===== src/rtl/taddsub_pkg.sv =====
package taddsub_pkg;
   typedef struct packed {
      logic is_sub;
      logic is_wide;
      logic use_imm;
      logic no_trap;
   } op_sel_t;

   localparam int unsigned OP_SEL_W = $bits(op_sel_t);
endpackage


===== src/rtl/taddsub_operand_mux.sv =====
module taddsub_operand_mux
   import taddsub_pkg::*;
#(
   parameter int unsigned XLEN  = 64,
   parameter int unsigned IMM_W = 16
) (
   input  op_sel_t          op,
   input  logic [XLEN-1:0]  src_a,
   input  logic [XLEN-1:0]  src_b,
   input  logic [IMM_W-1:0] imm,
   output logic [XLEN-1:0]  opa,
   output logic [XLEN-1:0]  opb
);
   localparam int unsigned EXT_W = XLEN - IMM_W;

   logic [XLEN-1:0] imm_sext;

   assign imm_sext = {{EXT_W{imm[IMM_W-1]}}, imm};
   assign opa      = src_a;
   assign opb      = op.use_imm ? imm_sext : src_b;
endmodule


===== src/rtl/taddsub_ovf_detect.sv =====
module taddsub_ovf_detect (
   input  logic is_sub,
   input  logic a_msb,
   input  logic b_msb,
   input  logic r_msb,
   output logic ovf
);
   logic signs_differ;
   logic result_flipped;

   assign signs_differ   = a_msb ^ b_msb;
   assign result_flipped = a_msb ^ r_msb;
   assign ovf = (is_sub ? signs_differ : ~signs_differ) & result_flipped;
endmodule


===== src/rtl/taddsub_core.sv =====
module taddsub_core #(
   parameter int unsigned XLEN         = 64,
   parameter int unsigned HALF         = 32,
   parameter bit          SHARED_ADDER = 1'b1
) (
   input  logic            is_sub,
   input  logic [XLEN-1:0] opa,
   input  logic [XLEN-1:0] opb,
   output logic [XLEN-1:0] sum_full,
   output logic [HALF-1:0] sum_half,
   output logic            ovf_full,
   output logic            ovf_half
);
   logic [XLEN-1:0] b_eff;

   assign b_eff    = is_sub ? ~opb : opb;
   assign sum_full = opa + b_eff + XLEN'(is_sub);

   generate
      if (SHARED_ADDER) begin : g_shared
         assign sum_half = sum_full[HALF-1:0];
      end else begin : g_split
         logic [HALF-1:0] b_eff_half;
         assign b_eff_half = b_eff[HALF-1:0];
         assign sum_half   = opa[HALF-1:0] + b_eff_half + HALF'(is_sub);
      end
   endgenerate

   taddsub_ovf_detect u_ovf_full (
      .is_sub (is_sub),
      .a_msb  (opa[XLEN-1]),
      .b_msb  (opb[XLEN-1]),
      .r_msb  (sum_full[XLEN-1]),
      .ovf    (ovf_full)
   );

   taddsub_ovf_detect u_ovf_half (
      .is_sub (is_sub),
      .a_msb  (opa[HALF-1]),
      .b_msb  (opb[HALF-1]),
      .r_msb  (sum_half[HALF-1]),
      .ovf    (ovf_half)
   );
endmodule


===== src/rtl/taddsub_dest_sel.sv =====
module taddsub_dest_sel
   import taddsub_pkg::*;
#(
   parameter int unsigned XLEN      = 64,
   parameter int unsigned HALF      = 32,
   parameter int unsigned REG_IDX_W = 5
) (
   input  logic                 valid,
   input  op_sel_t              op,
   input  logic [XLEN-1:0]      sum_full,
   input  logic [HALF-1:0]      sum_half,
   input  logic                 ovf_full,
   input  logic                 ovf_half,
   input  logic [REG_IDX_W-1:0] rd_idx,
   input  logic [REG_IDX_W-1:0] rt_idx,
   output logic                 wr_en,
   output logic [REG_IDX_W-1:0] wr_idx,
   output logic [XLEN-1:0]      wr_data,
   output logic                 trap
);
   localparam int unsigned EXT_W = XLEN - HALF;

   logic ovf_sel;

   always_comb begin
      ovf_sel = op.is_wide ? ovf_full : ovf_half;
      trap    = valid & ~op.no_trap & ovf_sel;
      wr_idx  = op.use_imm ? rt_idx : rd_idx;
      wr_data = op.is_wide ? sum_full
                           : {{EXT_W{sum_half[HALF-1]}}, sum_half};
      wr_en   = valid & ~trap & (wr_idx != '0);
   end
endmodule


===== src/rtl/trap_addsub_unit.sv =====
module trap_addsub_unit
   import taddsub_pkg::*;
#(
   parameter int unsigned XLEN         = 64,
   parameter int unsigned HALF         = 32,
   parameter int unsigned IMM_W        = 16,
   parameter int unsigned REG_IDX_W    = 5,
   parameter int unsigned PC_W         = 64,
   parameter int unsigned EXC_W        = 5,
   parameter int unsigned OVF_CODE     = 12,
   parameter bit          SHARED_ADDER = 1'b1
) (
   input  logic                 clk,
   input  logic                 rst_n,
   input  logic                 in_valid,
   input  logic [3:0]           op_sel,
   input  logic [XLEN-1:0]      src_a,
   input  logic [XLEN-1:0]      src_b,
   input  logic [IMM_W-1:0]     imm,
   input  logic [REG_IDX_W-1:0] rd_idx,
   input  logic [REG_IDX_W-1:0] rt_idx,
   input  logic [PC_W-1:0]      pc,
   output logic                 wb_en,
   output logic [REG_IDX_W-1:0] wb_idx,
   output logic [XLEN-1:0]      wb_data,
   output logic                 exc_valid,
   output logic [EXC_W-1:0]     exc_code,
   output logic [PC_W-1:0]      exc_pc
);
   localparam logic [EXC_W-1:0] OVF_CODE_V = EXC_W'(OVF_CODE);

   generate
      if (HALF == 0 || HALF >= XLEN) begin : g_bad_half
         $error("trap_addsub_unit: HALF must lie strictly between 0 and XLEN");
      end
      if (IMM_W == 0 || IMM_W > HALF) begin : g_bad_imm
         $error("trap_addsub_unit: IMM_W must be 1..HALF");
      end
      if (OVF_CODE >= (1 << EXC_W)) begin : g_bad_code
         $error("trap_addsub_unit: OVF_CODE does not fit EXC_W bits");
      end
      if (OP_SEL_W != 4) begin : g_bad_op
         $error("trap_addsub_unit: op_sel_t width mismatch");
      end
   endgenerate

   op_sel_t                op;
   logic [XLEN-1:0]        opa;
   logic [XLEN-1:0]        opb;
   logic [XLEN-1:0]        sum_full;
   logic [HALF-1:0]        sum_half;
   logic                   ovf_full;
   logic                   ovf_half;
   logic                   nx_wr_en;
   logic [REG_IDX_W-1:0]   nx_wr_idx;
   logic [XLEN-1:0]        nx_wr_data;
   logic                   nx_trap;

   assign op = op_sel_t'(op_sel);

   taddsub_operand_mux #(
      .XLEN  (XLEN),
      .IMM_W (IMM_W)
   ) u_opmux (
      .op    (op),
      .src_a (src_a),
      .src_b (src_b),
      .imm   (imm),
      .opa   (opa),
      .opb   (opb)
   );

   taddsub_core #(
      .XLEN         (XLEN),
      .HALF         (HALF),
      .SHARED_ADDER (SHARED_ADDER)
   ) u_core (
      .is_sub   (op.is_sub),
      .opa      (opa),
      .opb      (opb),
      .sum_full (sum_full),
      .sum_half (sum_half),
      .ovf_full (ovf_full),
      .ovf_half (ovf_half)
   );

   taddsub_dest_sel #(
      .XLEN      (XLEN),
      .HALF      (HALF),
      .REG_IDX_W (REG_IDX_W)
   ) u_dest (
      .valid    (in_valid),
      .op       (op),
      .sum_full (sum_full),
      .sum_half (sum_half),
      .ovf_full (ovf_full),
      .ovf_half (ovf_half),
      .rd_idx   (rd_idx),
      .rt_idx   (rt_idx),
      .wr_en    (nx_wr_en),
      .wr_idx   (nx_wr_idx),
      .wr_data  (nx_wr_data),
      .trap     (nx_trap)
   );

   always_ff @(posedge clk or negedge rst_n) begin
      if (!rst_n) begin
         wb_en     <= 1'b0;
         wb_idx    <= '0;
         wb_data   <= '0;
         exc_valid <= 1'b0;
         exc_code  <= '0;
         exc_pc    <= '0;
      end else begin
         wb_en     <= nx_wr_en;
         exc_valid <= nx_trap;
         if (in_valid) begin
            wb_idx  <= nx_wr_idx;
            wb_data <= nx_wr_data;
         end
         if (nx_trap) begin
            exc_code <= OVF_CODE_V;
            exc_pc   <= pc;
         end
      end
   end
endmodule


===== config.mk =====
export PLATFORM = sky130hd
export DESIGN_NAME = trap_addsub_unit
export DESIGN_NICKNAME = d
export VERILOG_FILES = /design/src/rtl/taddsub_pkg.sv /design/src/rtl/taddsub_operand_mux.sv /design/src/rtl/taddsub_ovf_detect.sv /design/src/rtl/taddsub_core.sv /design/src/rtl/taddsub_dest_sel.sv /design/src/rtl/trap_addsub_unit.sv
export SDC_FILE = /design/constraint.sdc
export NUM_CORES = 1
export LEC_CHECK = 0
export BUFFER_PORTS_ARGS = -buffer_cell sky130_fd_sc_hd__clkbuf_2
export CAP_MARGIN = 20
export CORE_AREA = 2 2 144 146
export DETAILED_ROUTE_END_ITERATION = 6
export DIE_AREA = 0 0 146 148
export GPL_TIMING_DRIVEN = 0
export PLACE_DENSITY = 0.82
export SLEW_MARGIN = 20
export SYNTH_ARGS = -nofsm -noshare
export SYNTH_HDL_FRONTEND = slang
export SYNTH_SLANG_ARGS = --single-unit

===== constraint.sdc =====
create_clock -name clk -period 2.5 [get_ports clk]
set_input_delay 0.125 -clock clk [delete_from_list [all_inputs] [get_ports clk]]
set_output_delay 0.125 -clock clk [all_outputs]
set_load 0.01 [all_outputs]

==> flow_summary_export.csv <==
group,metric,value,unit
status,status,"complete, but fails checks",
synth,synth-edff-count,0,
synth,yosysSeqAreaShare,0.334,
synth,syn_area,10200,sq um
setup_path,r2r_cells,3,
setup_path,required,2.81,ns
sta,setup_violations,118,
sta,period_minus_slack,3.89,ns
setup_path,r2r_slack,1.47,ns
cells_and_area,antenna-diode-count,0,
placed_design,place_congestion,0.924,
route,drc_errors,0,
setup_path,critPathCapture,"exc_pc[63]",
placed_design,placed_area,12700,sq um
route,viasPerCell,6.06,
floorplanning,initial_core_util,0.509,
setup_path,reg2reg_to,"wb_data[62]",
route,wl_per_cell,23.2,um
power_and_ir_drop,power_density,813,nW/um^2
cells_and_area,layout-drive-gt1-share,0.459,
route,vias,11600,
setup_path,reg2reg_from,"wb_data[62]",
setup_path,cpPeakStageDelay,0.35,ns
setup_path,critPathLaunch,"op_sel[1]",
setup_path,path_depth,21,
synth,synth.area.mux_share,0.135,
power_and_ir_drop,vdd_drop_max,0.593,mV
global_route,antenna_found_initial,0,
global_route,grt.total_usage,0.365,
sta,clock.fmax,257,MHz
clocking,htreeDepth,4,
sta,period_share,1.56,
global_route,globalRouteOverflowTotal,0,
placed_design,hpwl,27.3,mm
setup_path,cp_max_fo,7,
synth,synth_fa_ha_area_frac,0.0792,
sta,post-route-worst-setup-slack,-1.39,ns
synth,synth-xor-area-share,0.105,
setup_path,cp_slowest_cell,"mux2_2",
synth,async_flop_share,1.00,
synth,synth_top_family_by_area,"compound AO/OA/AOI/OAI gates",
sta,rsz0062_at_grt,"true",
clocking,numCtsBuffers,17,
clocking,cts_tree,"built",
cells_and_area,area_growth,52.5,%
worst_hold_path,hp-start,"rt_idx[3]",
cells_and_area,finalInstanceArea,15600,sq um
route,postRouteAntennaNets,0,
setup_path,crit_path_start_kind,"input port",
global_route,grt_pass1_wl,61.6,mm
synth,synth_seq_cells,136,
synth,yosysWarningCount,0,
floorplanning,io_pins,365,
global_route,grt_max_degree,81,
placed_design,port_buffers,358,
synth,synth-simple-area-share,0.124,
synth,ys_types,70,
setup_path,path_delay_family,"buffers and inverters",
clocking,cts_sinks,136,
worst_hold_path,hp-class,"in2reg",
synth,synth-compound-area-share,0.181,
flow_run,maxCapViolCount,0,
route,drt_iter0_drc,939,
sta,worst_hold_slack,0.0217,ns
floorplanning,die_y,148,um
sta,slew_violations,0,
setup_path,cp-end-kind,"flip-flop",
power_and_ir_drop,p_leak,7.27,nW
global_route,grt_pass1_vias,11300,
setup_path,path_cells,"buf_12 > and2_4 > clkbuf_16 > clkbuf_16 > a21oi_1 > xnor2_1 > ha_1 > clkbuf_2 > nand4_1 > nor2_4 > nand3_4 > o311ai_4 > or2_4 > xnor2_4 > mux2i_2 > o2111ai_2 > a21oi_2 > buf_6 > buf_12 > buf_4 > mux2_2",
placed_design,post-place-ws,-2.34,ns
synth,synth_flop_cell,"dfrtp_1",
sta,finalHoldViolations,0,
status,violations,"negative setup slack",
clocking,clk_pin_slew,0.07,ns
cells_and_area,fin_nets,1924,
sta,slew_headroom,0.481,
clocking,clock_path_buffers,2,
route,drt_pass1_iterations,5,
cells_and_area,nFillCells,1282,
floorplanning,die-area,21600,sq um
route,routed_wl,44.5,mm
synth,avgSynthCellArea,9.17,sq um
clocking,cts_root_buf,"clkbuf_16",
floorplanning,coreArea,20000,sq um
synth,synthCells,1112,
floorplanning,fp-row-count,52,
clocking,insertion_delay,0.43,ns
floorplanning,fp.dieW,146,um
sta,fin_skew,0,ns
setup_path,cp.arrival,4.21,ns
sta,tightest_slew,0.779,ns
setup_path,path_class,"in2reg",
setup_path,path_buf_inv,7,
[cell usage after synthesis (9+ instances only)]
cell | n | area share
a21oi_1 | 161 | 0.079
dfrtp_1 | 136 | 0.33
xnor2_1 | 101 | 0.087
nand2_1 | 86 | 0.032
nor2_1 | 81 | 0.030
mux2_2 | 65 | 0.072
ha_1 | 63 | 0.077
clkbuf_1 | 49 | 0.018
o21ai_0 | 47 | 0.023
inv_1 | 26 | 0.0096
mux2_4 | 25 | 0.037
nand3_1 | 25 | 0.012
mux2i_1 | 21 | 0.021
a21o_1 | 20 | 0.015
xor2_1 | 20 | 0.017
nand4_1 | 14 | 0.0086
nor3_1 | 13 | 0.0064
a31oi_1 | 10 | 0.0061
o21a_1 | 10 | 0.0074
o21bai_1 | 10 | 0.0074
o221ai_1 | 9 | 0.0077
[placed cells by master (no fill, tap or decap), types with 9 or more instances in the layout]
master         Yosys  layout
a21o_1            20      20
a21oi_1          161     116
a21oi_2            2      39
buf_4              4      70
buf_6              2      18
clkbuf_1          49      21
clkbuf_16          0      23
clkbuf_2           0     362
dfrtp_1          136     136
dlygate4sd3_1      0      65
ha_1              63      50
ha_2               0      12
inv_1             26      25
inv_8              0       9
mux2_2            65      39
mux2_4            25      53
mux2i_1           21      12
nand2_1           86      85
nand3_1           25      18
nand4_1           14      14
nor2_1            81      75
nor3_1            13      13
o21a_1            10       9
o21ai_0           47      27
o21ai_2            0      12
xnor2_1          101     100
xor2_1            20      19
[worst min path at each step]
stage | cells past startpoint | end
2_1_floorplan | 0 | exc_code[2]
3_3_place_gp | 2 | exc_pc[12]
3_5_place_dp | 1 | wb_data[0]
4_1_cts | 3 | wb_idx[4]
5_1_grt | 3 | wb_en
6_report | 3 | wb_en
[through the flow]
stage	total power, mW	instances	utilization	setup TNS (ns)
global placement	8.34	1742	0.632	-329.20
CTS	11.7	1895	0.746	-88.91
finish	12.6	1918	0.776	-120.68
floorplan	6.59	1114	-	-97.94
detailed placement	8.50	1743	0.634	-213.87
global route	13.1	1918	0.776	-133.66
[power by group]
part / switching (mW) / total, mW / leakage, nW / internal (mW)
Combinational: 3.35 / 6.32 / 5.38 / 2.97
Sequential: 0.671 / 3.68 / 1.60 / 3.00
Clock: 1.21 / 2.65 / 0.292 / 1.44
Total: 5.23 / 12.6 / 7.27 / 7.41
[worst reg2reg max path: cells and delay by family, from the launching register on]
| family | cells | cell delay (ns) |
|---|---|---|
| compound gates | 1 | 0.06 |
| flops | 1 | 0.42 |
| simple gates | 2 | 0.44 |
[sequential cells by signal, summed over array words and instances (netlist names)]
| register | count |
|---|---|
| exc_code | 1 |
| exc_valid | 1 |
| exc_pc | 64 |
| wb_data | 64 |
| wb_en | 1 |
| wb_idx | 5 |
[timing repair]
item	CTS	global route
gates resized for setup	135	81
endpoints found under the setup margin	118	115
endpoints found under the hold margin	120	0
cloned	4	4
setup buffers	58	20
hold buffers	65	0
pin swaps	38	25
[kinds of logic after synthesis]
logic type | Yosys count
other cells | 1
flops | 136
mux | 115
fa+ha+maj | 64
compound gates | 305
simple gates | 273
xor+xnor | 122
buf+inv | 96
[per-layer routing]
metal / global-route usage / wire [um]
met4: 0.182 / 3350
met5: 0 / 0
met1: 0.411 / 15200
met2: 0.650 / 21700
met3: 0.0873 / 4280
[cell type report]
| cell class | instances | area (sq um) | share of cell area |
|---|---|---|---|
| repair buffers | 510 | 3290 | 0.212 |
| clock buffers | 17 | 425 | 0.0273 |
| inverters | 27 | 101 | 0.00651 |
| multi-input cells | 882 | 7250 | 0.466 |
| plain buffers | 61 | 574 | 0.0369 |
| clock inverters | 15 | 173 | 0.0111 |
| flip-flops and latches | 136 | 3400 | 0.219 |
| well taps | 270 | 338 | 0.0217 |
Note: power is estimated with default switching activity, not from simulation.
